===== config.mk =====
export PLATFORM = sky130hd
export DESIGN_NAME = ctl_word_buffer
export DESIGN_NICKNAME = d
export VERILOG_FILES = /design/src/rtl/ctl_word_buffer_pkg.sv /design/src/rtl/ctl_word_buffer_ctrl.sv /design/src/rtl/ctl_word_buffer_dp.sv /design/src/rtl/ctl_word_buffer.sv
export SDC_FILE = /design/constraint.sdc
export NUM_CORES = 1
export LEC_CHECK = 0
export ABC_AREA = 1
export CAP_MARGIN = 20
export CORE_MARGIN = 4
export CORE_UTILIZATION = 60
export DETAILED_ROUTE_END_ITERATION = 12
export DONT_BUFFER_PORTS = 1
export PLACE_DENSITY_LB_ADDON = 0.12
export SETUP_SLACK_MARGIN = 0.4
export SLEW_MARGIN = 20
export SYNTH_ARGS = -nofsm -noshare
export SYNTH_HDL_FRONTEND = slang
export SYNTH_HIERARCHICAL = 1
export SYNTH_SLANG_ARGS = --single-unit

===== constraint.sdc =====
create_clock -name clk -period 1.6 [get_ports clk]
set_input_delay 0.16 -clock clk [delete_from_list [all_inputs] [get_ports clk]]
set_output_delay 0.16 -clock clk [all_outputs]
set_load 0.01 [all_outputs]

===== src/rtl/ctl_word_buffer_pkg.sv =====
package ctl_word_buffer_pkg;
  // Number of control words moved together as one pair
  localparam int NUM_WORDS = 2;

  // Strobes from the control FSM to the datapath
  typedef struct packed {
    logic loadPending;  // capture the written words
    logic loadShadow;   // move pending words into the shadow copy
  } ctlStrobes_t;
endpackage


===== src/rtl/ctl_word_buffer_ctrl.sv =====
module ctl_word_buffer_ctrl
  import ctl_word_buffer_pkg::*;
(
  input  logic        clk,
  input  logic        rstN,
  input  logic        wrEn,
  input  logic        frameTick,
  output ctlStrobes_t strobes,
  output logic        busy
);
  logic busyQ;
  logic busyD;

  // A transfer is due only when a pair is waiting at a frame boundary
  always_comb begin
    strobes.loadPending = wrEn;
    strobes.loadShadow  = frameTick && busyQ;
  end

  // A new write always leaves a pair waiting; otherwise a transfer empties it
  always_comb begin
    busyD = busyQ;
    if (wrEn)
      busyD = 1'b1;
    else if (strobes.loadShadow)
      busyD = 1'b0;
  end

  always_ff @(posedge clk or negedge rstN) begin
    if (!rstN) busyQ <= 1'b0;
    else       busyQ <= busyD;
  end

  assign busy = busyQ;
endmodule


===== src/rtl/ctl_word_buffer_dp.sv =====
module ctl_word_buffer_dp
  import ctl_word_buffer_pkg::*;
#(
  parameter int WORD_W = 16
) (
  input  logic                             clk,
  input  logic                             rstN,
  input  ctlStrobes_t                      strobes,
  input  logic [NUM_WORDS-1:0][WORD_W-1:0] wrWords,
  output logic [NUM_WORDS-1:0][WORD_W-1:0] shadowWords
);
  logic [NUM_WORDS-1:0][WORD_W-1:0] pendingQ;
  logic [NUM_WORDS-1:0][WORD_W-1:0] shadowQ;

  for (genvar w = 0; w < NUM_WORDS; w++) begin : gWord
    // Shadow copies the value pending before any write in this same cycle
    always_ff @(posedge clk or negedge rstN) begin
      if (!rstN) begin
        pendingQ[w] <= '0;
        shadowQ[w]  <= '0;
      end else begin
        if (strobes.loadShadow)  shadowQ[w]  <= pendingQ[w];
        if (strobes.loadPending) pendingQ[w] <= wrWords[w];
      end
    end
  end

  assign shadowWords = shadowQ;
endmodule


===== src/rtl/ctl_word_buffer.sv =====
module ctl_word_buffer
  import ctl_word_buffer_pkg::*;
#(
  parameter int WORD_W = 16
) (
  input  logic              clk,
  input  logic              rstN,
  input  logic              wrEn,
  input  logic [WORD_W-1:0] wrCtl1,
  input  logic [WORD_W-1:0] wrCtl2,
  input  logic              frameTick,
  output logic [WORD_W-1:0] shadowCtl1,
  output logic [WORD_W-1:0] shadowCtl2,
  output logic              busy
);
  ctlStrobes_t                      strobes;
  logic [NUM_WORDS-1:0][WORD_W-1:0] wrWords;
  logic [NUM_WORDS-1:0][WORD_W-1:0] shadowWords;

  assign wrWords[0] = wrCtl1;
  assign wrWords[1] = wrCtl2;

  ctl_word_buffer_ctrl uCtrl (
    .clk       (clk),
    .rstN      (rstN),
    .wrEn      (wrEn),
    .frameTick (frameTick),
    .strobes   (strobes),
    .busy      (busy)
  );

  ctl_word_buffer_dp #(.WORD_W(WORD_W)) uDp (
    .clk         (clk),
    .rstN        (rstN),
    .strobes     (strobes),
    .wrWords     (wrWords),
    .shadowWords (shadowWords)
  );

  assign shadowCtl1 = shadowWords[0];
  assign shadowCtl2 = shadowWords[1];
endmodule


Word-level counts from Yosys, hierarchy flattened
Cells that the tools add are included.
{ "totals": {"ff_bits": 65, "input_bits": 36, "output_inout_bits": 33, "wordCells": 9} }
{ "op_classes": {"mux": 2, "reduce_logical": 2} }
{ "op_table": {"columns": ["cell", "n"], "rows": [
  ["$mux 1", 2],
  ["$reduce_bool 2->1", 1],
  ["$logic_and 1x1->1", 1]
]} }

Logic depth before layout (Yosys ltp)
Gate-level depths: netlist of the first run.
{ "depth": {"ltp_word": 3, "depth_mapped": 7} }

By module
The synthesis of the first run kept the hierarchy.
{ "by_module_without_submodules": {"columns": ["module", "instances", "cells_each", "area_each_um2", "seq_area_each_um2"], "rows": [
  ["ctl_word_buffer_dp", 1, 272, 2506.2, 1601.5],
  ["ctl_word_buffer_ctrl", 1, 8, 55.1, 25.0]
]} }

Least setup slack after synthesis of the first run
OpenSTA, ideal clock, no wires.
{ "synth_path": {"path_type": "reg2reg", "from": "reg uCtrl.busyQ (netlist: uCtrl/busy)", "to": "reg uDp.shadowQ (netlist bit uDp/shadowWords[0])", "setup_time_ns": 0.117, "arrival_ns": 0.879, "path_slack_ns": 0.605, "path_stages_with_launch": 7, "path_buffers": 2, "cell_sequence": "dfrtp_1 > nand2_1 > inv_1 > buf_6 > buf_4 > nand2_1 > nand2_1"} }
{ "synth_lines": {"columns": ["item", "line_no", "text"], "rows": [
  ["start, declared", "ctl_word_buffer_ctrl.sv:11", "logic busyQ;"],
  ["start signal, assigned", "ctl_word_buffer_ctrl.sv:31", "else busyQ <= busyD;"],
  ["end signal, assigned by index", "ctl_word_buffer_dp.sv:22", "if (strobes.loadShadow) shadowQ[w] <= pendingQ[w];"],
  ["end, declared", "ctl_word_buffer_dp.sv:13", "logic [NUM_WORDS-1:0][WORD_W-1:0] shadowQ;"]
]} }

==> flow_summary.json, run 1 <==
{
  "status": "finished, violations left",
  "violations": "hold timing",
  "clock_latency_ps": 320,
  "track_usage_pct": 22.0,
  "worst_pin_slew_ps": 714,
  "core_area_um2": 4060,
  "grt_pass1_wl_um": 8870,
  "synthDistinctLibCells": 9,
  "pwr-share-comb_pct": 9.5,
  "cp-end-kind": "flop",
  "reg2reg_to": "uDp/shadowWords[2]",
  "crit_type": "reg2reg",
  "syn-num-nets": 316,
  "area_growth_syn_to_layout_pct": 24.7,
  "worst_ep_required_time_ps": 1810,
  "root_buffer": "clkbuf_8",
  "synthTopCellsByArea": "dfrtp_1, nand2_1, buf_6",
  "grt_pass1_vias": 1801,
  "wire_per_inst_um": 14.6,
  "cp_num_buf_inv": 3,
  "antenna_found_initial": 0,
  "ys_async_sr_fraction_pct": 100,
  "gp_congestion": 0.711,
  "max_slew_margin_pct": 52.4,
  "rr_worst_depth": 6,
  "synth.most_common_cell": "nand2_1",
  "hold_viol": 65,
  "cts.path.max_buffers": 2,
  "io_pins": 69,
  "synth-seq-area-share_pct": 63.5,
  "fp.dieH_um": 73.3,
  "via_per_inst": 4.87,
  "final.min_clock_period_ps": 1190,
  "crit_chain": "nand2_2 -> clkinvlp_4 -> buf_12 -> clkbuf_16 -> nand2_1 -> nand2_1",
  "reg2reg_from": "uCtrl/busy",
  "rows": 23,
  "p_total_uw": 3950,
  "antenna_cells": 0,
  "slowest_delay_ps": 450,
  "synth_area_per_cell_um2": 9.15,
  "path_clk_slew_ps": 70,
  "worstSetupStartpointType": "flop",
  "n_fill_cell": 269,
  "pwr-share-clk_pct": 39.1,
  "fin_crit_sh_pct": 74.6,
  "htreeDepth": 3,
  "setup_viol": 0,
  "fin_nets": 356,
  "post-place-ws_ps": 355,
  "layout-drive-gt1-share_pct": 11.4,
  "rrSetupSlack_ps": 410,
  "grt-ovfl-total": 0,
  "synth-main-ff-cell": "dfrtp_1",
  "finalMaxSlewViolations": 0,
  "grt_max_degree": 66,
  "detail_route.wirelength_um": 5490,
  "synth.ff_latch_count": 65,
  "power_density_nw_per_um2": 1240,
  "ant_nets": 0,
  "cts_tree": "built",
  "hpwl_um": 2770,
  "yosys_warnings": 6,
  "die_w_um": 73.3,
  "port_buffers": 0,
  "drc": 0,
  "setup_slack_ps": 406,
  "holdWs_ps": -473,
  "synth_top_area_share_pct": 63.5,
  "path_max_fanout": 13,
  "synth_common_cells": "nand2_1, dfrtp_1, nand2_2",
  "arrival_ps": 1400,
  "fin_tns_setup_ps": 0,
  "sequentialPowerShare_pct": 51.4,
  "synth_edf_count": 0,
  "clock-sinks": 65,
  "holdBufCountCts": 39,
  "start_util_pct": 63.1,
  "die-area_um2": 5380,
  "sw_frac_of_total_pct": 24.6,
  "p_int_uw": 2980,
  "hold_class": "in2async",
  "yosys.area.top_type": "dfrtp_1",
  "cp_top_family": "flip-flops",
  "netlist_area_um2": 2560,
  "peakVddDrop_v": 0.000733,
  "cts_buffers": 9,
  "timing.critical_path.mode_cell": "nand2_1",
  "rsz0062_at_grt": "true",
  "first_pass_iters": 4,
  "power.switching_uw": 971,
  "finalClockSkew_ps": 9.28,
  "fmax_ghz": 0.837,
  "vias": 1827,
  "drt_iter0_markers": 123,
  "cp_slowest_cell": "dfrtp_2",
  "power_leakage_uw": 0.00170,
  "maxCapViolCount": 0,
  "synth_cells": 280
}
-- flip-flops by register name, indices dropped and copies added, names as in the netlist --
signal and flops:
uDp/shadowWords 32, uDp/pendingQ 32, uCtrl/busy 1
-- cell type report --
type,count,area (um^2),share of cell area [%]
clock inverter,5,77.6,2.43
timing repair buffer,43,474,14.8
sequential,65,1630,51.0
timing repair inverter,1,8.76,0.274
tap,50,62.6,1.96
clock buffer,11,151,4.74
inverter,5,32.5,1.02
multi-input combinational,195,759,23.8
-- placed cells by master (no fill, tap or decap) --
cell type         n
clkinvlp_4        2
clkbuf_16         1
dfrtp_2           1
buf_6             1
clkbuf_8         11
inv_4             1
buf_12            1
nand2_1         184
inv_1             2
nand2_2          11
inv_6             1
dlygate4sd3_1    37
clkinv_2          2
dfrtp_1          64
buf_16            1
bufinv_16         2
buf_4             1
inv_8             1
dlymetal6s4s_1    1
-- worst reg2reg max path: cells and delay by family, from the launching register on --
family | cells | cell delay [ps]
buffers and inverters | 3 | 410
DFF | 1 | 450
and+or+nand+nor | 3 | 220
-- timing repair --
action | 4_1_cts | 5_1_grt
resized for setup | 4 | 4
hold endpoints to repair | 98 | 65
setup buffers | 2 | 1
pin swaps | 0 | 1
gates cloned | 1 | 1
endpoints found under the setup margin | 32 | 45
-- power by group through the flow --
stage	Clock [uW]	Sequential [uW]	Combinational, uW
2_1_floorplan	0	2020	256
3_3_place_gp	0	2060	239
3_5_place_dp	0	2060	251
4_1_cts	1560	2030	353
5_1_grt	1650	2060	430
6_report	1540	2030	375
-- logic make-up (layout without fill, tap and decap cells) --
logic type | Yosys count | after routing | share of synthesized area, %
flops | 65 | 65 | 63.5
simple gates | 195 | 195 | 29.6
buf+inv | 20 | 65 | 6.94
-- stage by stage --
stage                     utilization (%)  std cells  area (um^2)
after floorplan                         -        280         2560
after global placement               61.4        316         2490
after detailed placement             61.4        316         2490
after CTS                            77.8        374         3160
after global routing                 78.7        375         3190
final                                78.7        375         3190
-- how the worst max path moves through the flow --
stage,from,end,depth (start not counted)
floorplan,uCtrl/busy,uDp/shadowWords[0],6
global placement,uCtrl/busy,uDp/shadowWords[22],5
detailed placement,uCtrl/busy,uDp/shadowWords[31],5
CTS,uCtrl/busy,uDp/shadowWords[5],6
global route,uCtrl/busy,uDp/shadowWords[29],6
finish,uCtrl/busy,uDp/shadowWords[2],6
-- metal layers --
metal	part of all wire, %	global-route usage (%)	wire, um
met5	0	0	0
met4	0.80	7.85	44
met3	8.2	7.39	450
met2	48	33.8	2640
met1	43	29.3	2360
Note: power is estimated with default switching activity, not from simulation.
==> run 2: changes to the inputs <==
==> constraint.sdc (replaced) <==
create_clock -name clk -period 1.22 [get_ports clk]
set_input_delay 0.122 -clock clk [delete_from_list [all_inputs] [get_ports clk]]
set_output_delay 0.122 -clock clk [all_outputs]
set_load 0.01 [all_outputs]
==> run 2 against run 1 <==
  * The run still ends with hold timing left
  * Clock skew decreased by 4.7 ps
  * Sequential power increased by 31%
  * Critical path type unchanged
  * Clock power decreased by 3%
  * Final area shrank 2.7%
  * Global-route usage down 2.3 points
==> flow_summary.json, run 2 (synthesis gave the netlist of run 1 again) <==
{
  "drt_iter0_markers": 104,
  "max_slew_margin_pct": 78.5,
  "setup_slack_ps": 239,
  "layout-drive-gt1-share_pct": 12.2,
  "reg2reg_from": "uCtrl/busy",
  "area_growth_syn_to_layout_pct": 21.4,
  "finalClockSkew_ps": 4.58,
  "clock_latency_ps": 320,
  "holdBufCountCts": 34,
  "grt_max_degree": 66,
  "arrival_ps": 1190,
  "fmax_ghz": 1.02,
  "fin_tns_setup_ps": 0,
  "timing.critical_path.mode_cell": "nand2_1",
  "fp.dieH_um": 73.3,
  "first_pass_iters": 5,
  "drc": 0,
  "grt_pass1_wl_um": 7970,
  "critical_path_depth": 5,
  "peakVddDrop_v": 0.000889,
  "power_density_nw_per_um2": 1490,
  "post-place-ws_ps": 205,
  "fin_crit_sh_pct": 80.4,
  "track_usage_pct": 19.7,
  "final.min_clock_period_ps": 981,
  "post_dp_cell_area_um2": 2510,
  "violations": "hold timing",
  "setup_viol": 0,
  "path_clk_slew_ps": 60,
  "htreeDepth": 3,
  "core_area_um2": 4060,
  "root_buffer": "clkbuf_8",
  "antenna_cells": 0,
  "cp_slowest_cell": "dfrtp_1",
  "cp-end-kind": "flop",
  "worst_ep_required_time_ps": 1430,
  "maxCapViolCount": 0,
  "hold_viol": 80,
  "via_per_inst": 4.90,
  "startpoint": "uCtrl/busy",
  "finalMaxSlewViolations": 0,
  "worstSetupStartpointType": "flop",
  "p_total_uw": 4630,
  "cts.path.max_buffers": 2,
  "rrSetupSlack_ps": 240,
  "start_util_pct": 63.1,
  "multi_input_comb_area_um2": 772,
  "n_fill_cell": 296,
  "wire_per_inst_um": 14.1,
  "die-area_um2": 5380,
  "seqCellArea_um2": 1630,
  "crit_type": "reg2reg",
  "final_area_um2": 3110,
  "status": "finished, violations left",
  "grt_pass1_vias": 1813,
  "fin_nets": 352,
  "clock-sinks": 65,
  "reg2reg_to": "uDp/shadowWords[16]",
  "rows": 23,
  "final_cell_mix": "nand2_1, dfrtp_1, dlygate4sd3_1",
  "rr_worst_depth": 5,
  "vias": 1812,
  "slowest_delay_ps": 400,
  "post_cts_buffers": 0,
  "die_w_um": 73.3,
  "worst_pin_slew_ps": 323,
  "rsz0062_at_grt": "true",
  "cp_top_family": "flip-flops",
  "crit_chain": "nand2_2 -> inv_8 -> buf_12 -> nand2_1 -> nand2_1",
  "gp_congestion": 0.722,
  "grt-ovfl-total": 0,
  "hold_class": "in2async",
  "cts_tree": "built",
  "cts_buffers": 9,
  "power_leakage_uw": 0.00165,
  "hpwl_um": 2740,
  "ant_nets": 0,
  "port_buffers": 0,
  "holdWs_ps": -507,
  "path_max_fanout": 11,
  "cp_num_buf_inv": 2,
  "io_pins": 69,
  "final_common_cell": "nand2_1",
  "setup.worst_path.end": "uDp/shadowWords[16]",
  "detail_route.wirelength_um": 5210,
  "antenna_found_initial": 0
}
[run 2: cell count changes in the layout (fill, tap and decap cells not counted), moves of 2 or more]
cell,before,now
nand2_2,11,16
clkinvlp_4,2,0
bufinv_16,2,0
clkinv_2,2,4
nand2_1,184,179
dlygate4sd3_1,37,34
[run 2: how the worst min path moves through the flow]
stage                          end  slack (ps)  cells past startpoint
2_1_floorplan           uCtrl/busy        -170                      0
3_3_place_gp   uDp/shadowWords[13]        -170                      0
3_5_place_dp   uDp/shadowWords[13]        -170                      0
4_1_cts         uDp/shadowWords[3]        -520                      0
5_1_grt         uDp/shadowWords[8]        -530                      0
6_report       uDp/shadowWords[17]        -510                      0
[run 2: cell type report]
| type | count | area share, % |
|---|---|---|
| well taps | 50 | 2.01 |
| repair inverters | 1 | 0.282 |
| clock buffers | 11 | 4.55 |
| multi-input cells | 195 | 24.8 |
| inverters | 5 | 1.33 |
| repair buffers | 39 | 14.0 |
| clock inverters | 4 | 0.644 |
| flip-flops and latches | 65 | 52.3 |
[run 2: layer usage]
layer  wire [um]  vias to the layer above  global-route usage [%]  share of wire, %
met5           0                        -                       0                 0
li1            -                      905                       -                 -
met2        2590                       51                    31.4                50
met3         448                        2                    8.07               8.6
met1        2150                      854                    23.6                41
met4          23                        0                    8.45              0.44
[run 2: where the power goes]
group | switching [uW] | internal [uW] | total [uW]
clock network | 724 | 767 | 1490
logic | 239 | 238 | 477
registers | 250 | 2410 | 2660
total | 1210 | 3410 | 4630
[run 2: timing repair]
item / in CTS / in global routing
gates resized for setup: 4 / 11
hold endpoints to repair: 98 / 80
gates cloned: 0 / 3
pin swaps: 0 / 5
endpoints found under the setup margin: 65 / 65
[run 2: metrics by stage]
stage	hold WS (ps)	util [%]	std cells
5_1_grt	-533	76.6	370
3_5_place_dp	-172	61.8	318
4_1_cts	-525	74.4	367
2_1_floorplan	-174	-	280
6_report	-507	76.6	370
3_3_place_gp	-172	61.8	318
==> run 3: changes to the inputs <==
--- a/config.mk
+++ b/config.mk
@@ -8,7 +8,7 @@
 export ABC_AREA = 1
 export CAP_MARGIN = 20
 export CORE_MARGIN = 4
-export CORE_UTILIZATION = 60
+export CORE_UTILIZATION = 55
 export DETAILED_ROUTE_END_ITERATION = 12
 export DONT_BUFFER_PORTS = 1
 export PLACE_DENSITY_LB_ADDON = 0.12
==> constraint.sdc (replaced) <==
create_clock -name clk -period 0.9 [get_ports clk]
set_input_delay 0.09 -clock clk [delete_from_list [all_inputs] [get_ports clk]]
set_output_delay 0.09 -clock clk [all_outputs]
set_load 0.01 [all_outputs]
==> run 3 against run 2 <==
  * The flow finishes with violations (hold timing, setup timing)
  * Sequential power increased by 36%
  * Setup slack got worse by 330 ps
  * Global-route usage shrank 1.3 points
  * Clock skew down 0.92 ps
  * Power is 46% higher
  * Final area down 5.6%
  * Sequential share of layout area up 3.1 points
  * Cell count decreased by 5.7%
  * Highest routed layer unchanged
==> flow_summary.json, run 3 (synthesis gave the netlist of run 1 again) <==
{
  "status": "finished, violations left",
  "violations": "hold timing, setup timing",
  "cts_buffers": 9,
  "io_pins": 69,
  "hpwl_um": 2960,
  "grt-ovfl-total": 0,
  "finalMaxSlewViolations": 0,
  "cts.path.max_buffers": 2,
  "ant_nets": 0,
  "reg2reg_from": "uCtrl/busy",
  "finalClockSkew_ps": 3.66,
  "holdWs_ps": -548,
  "path_max_fanout": 8,
  "worst_ep_required_time_ps": 1120,
  "cp_slowest_cell": "dfrtp_1",
  "final.min_clock_period_ps": 987,
  "rrSetupSlack_ps": -90,
  "hold_viol": 91,
  "antenna_cells": 0,
  "critical_path_depth": 5,
  "reg2reg_to": "uDp/shadowWords[13]",
  "fin_nets": 328,
  "via_per_inst": 4.98,
  "track_usage_pct": 18.4,
  "maxCapViolCount": 0,
  "drt_iter0_markers": 109,
  "peakVddDrop_v": 0.00130,
  "gp_congestion": 0.695,
  "cts_tree": "built",
  "drc": 0,
  "clock-sinks": 65,
  "worst_pin_slew_ps": 330,
  "max_slew_margin_pct": 78.0,
  "crit_chain": "nand2_2 -> inv_8 -> buf_6 -> nand2_1 -> nand2_1",
  "worstSetupStartpointType": "flop",
  "vias": 1739,
  "wire_per_inst_um": 14.9,
  "layout-drive-gt1-share_pct": 17.5,
  "die_w_um": 76.2,
  "power_leakage_uw": 0.00159,
  "setup.worst_path.end": "uDp/shadowWords[13]",
  "rows": 24,
  "final_cells": 349,
  "cp_top_family": "flip-flops",
  "fp.dieH_um": 76.2,
  "dp.cells": 321,
  "final_area_um2": 2940,
  "rr_worst_depth": 5,
  "htreeDepth": 3,
  "area_growth_syn_to_layout_pct": 14.7,
  "grt_pass1_vias": 1758,
  "grt_pass1_wl_um": 8350,
  "root_buffer": "clkbuf_8",
  "start_util_pct": 57.6,
  "antenna_found_initial": 0,
  "cp_num_buf_inv": 2,
  "n_fill_cell": 374,
  "die-area_um2": 5810,
  "crit_type": "reg2reg",
  "hold_class": "in2async",
  "grt_max_degree": 66,
  "core_area_um2": 4440,
  "power_density_nw_per_um2": 2300,
  "fmax_ghz": 1.01,
  "startpoint": "uCtrl/busy",
  "final_common_cell": "nand2_1",
  "slowest_delay_ps": 400,
  "final_cell_mix": "nand2_1, dfrtp_1, nand2_2",
  "clock_latency_ps": 330,
  "fin_crit_sh_pct": 110,
  "cp-end-kind": "flop",
  "post_cts_buffers": 0,
  "rsz0062_at_grt": "true",
  "port_buffers": 0,
  "setup_slack_ps": -87.1,
  "arrival_ps": 1200,
  "first_pass_iters": 4,
  "detail_route.wirelength_um": 5190,
  "setup_viol": 33,
  "path_clk_slew_ps": 70,
  "timing.critical_path.mode_cell": "nand2_1",
  "post_dp_cell_area_um2": 2500
}
run 3: power breakdown:
group | switching, uW | internal (uW)
Combinational | 321 | 257
Sequential | 349 | 3270
Clock | 1040 | 1510
Total | 1710 | 5030
run 3: what timing repair did:
action,CTS,global route
pin swaps,2,11
endpoints found under the setup margin,98,98
endpoints found under the hold margin,98,92
cloned,0,3
hold buffers,8,1
resized for setup,4,28
run 3: stage by stage:
stage | setup TNS, ps | setup WS, ps | total power [uW] | utilization, % | hold WS [ps]
2_1_floorplan | -3000 | -95.4 | 4050 | - | -206
3_3_place_gp | -1510 | -58.8 | 4090 | 56.4 | -204
3_5_place_dp | -2180 | -90.4 | 4120 | 56.4 | -204
4_1_cts | -889 | -47.4 | 6700 | 63.1 | -564
5_1_grt | -3880 | -138 | 7060 | 66.1 | -564
6_report | -2200 | -87.1 | 6740 | 66.1 | -548
run 3: cell type report:
class                           count  area, um^2  area share (%)
Clock buffer                       14         173            5.88
Timing Repair Buffer               14         173            5.88
Tap cell                           52        65.1            2.22
Multi-Input combinational cell    195         805            27.4
Clock inverter                      2        35.0            1.19
Sequential cell                    65        1630            55.4
Inverter                            5        41.3            1.41
Timing Repair inverter              2        17.5           0.597
run 3: worst min-delay path by stage:
| stage | from | end | slack (ps) | depth (start not counted) |
|---|---|---|---|---|
| floorplan | rstN | uCtrl/busy | -210 | 0 |
| global placement | rstN | uDp/shadowWords[11] | -200 | 0 |
| detailed placement | rstN | uDp/shadowWords[11] | -200 | 0 |
| CTS | rstN | uDp/shadowWords[22] | -560 | 0 |
| global route | rstN | uDp/shadowWords[22] | -560 | 0 |
| finish | rstN | uDp/pendingQ[11] | -550 | 0 |
run 3: layer usage:
layer	vias up	wire, um	GRT usage [%]
li1	859	-	-
met1	819	2280	22.2
met2	53	2550	30.1
met3	8	304	5.79
met4	0	63	8.70
met5	-	0	0
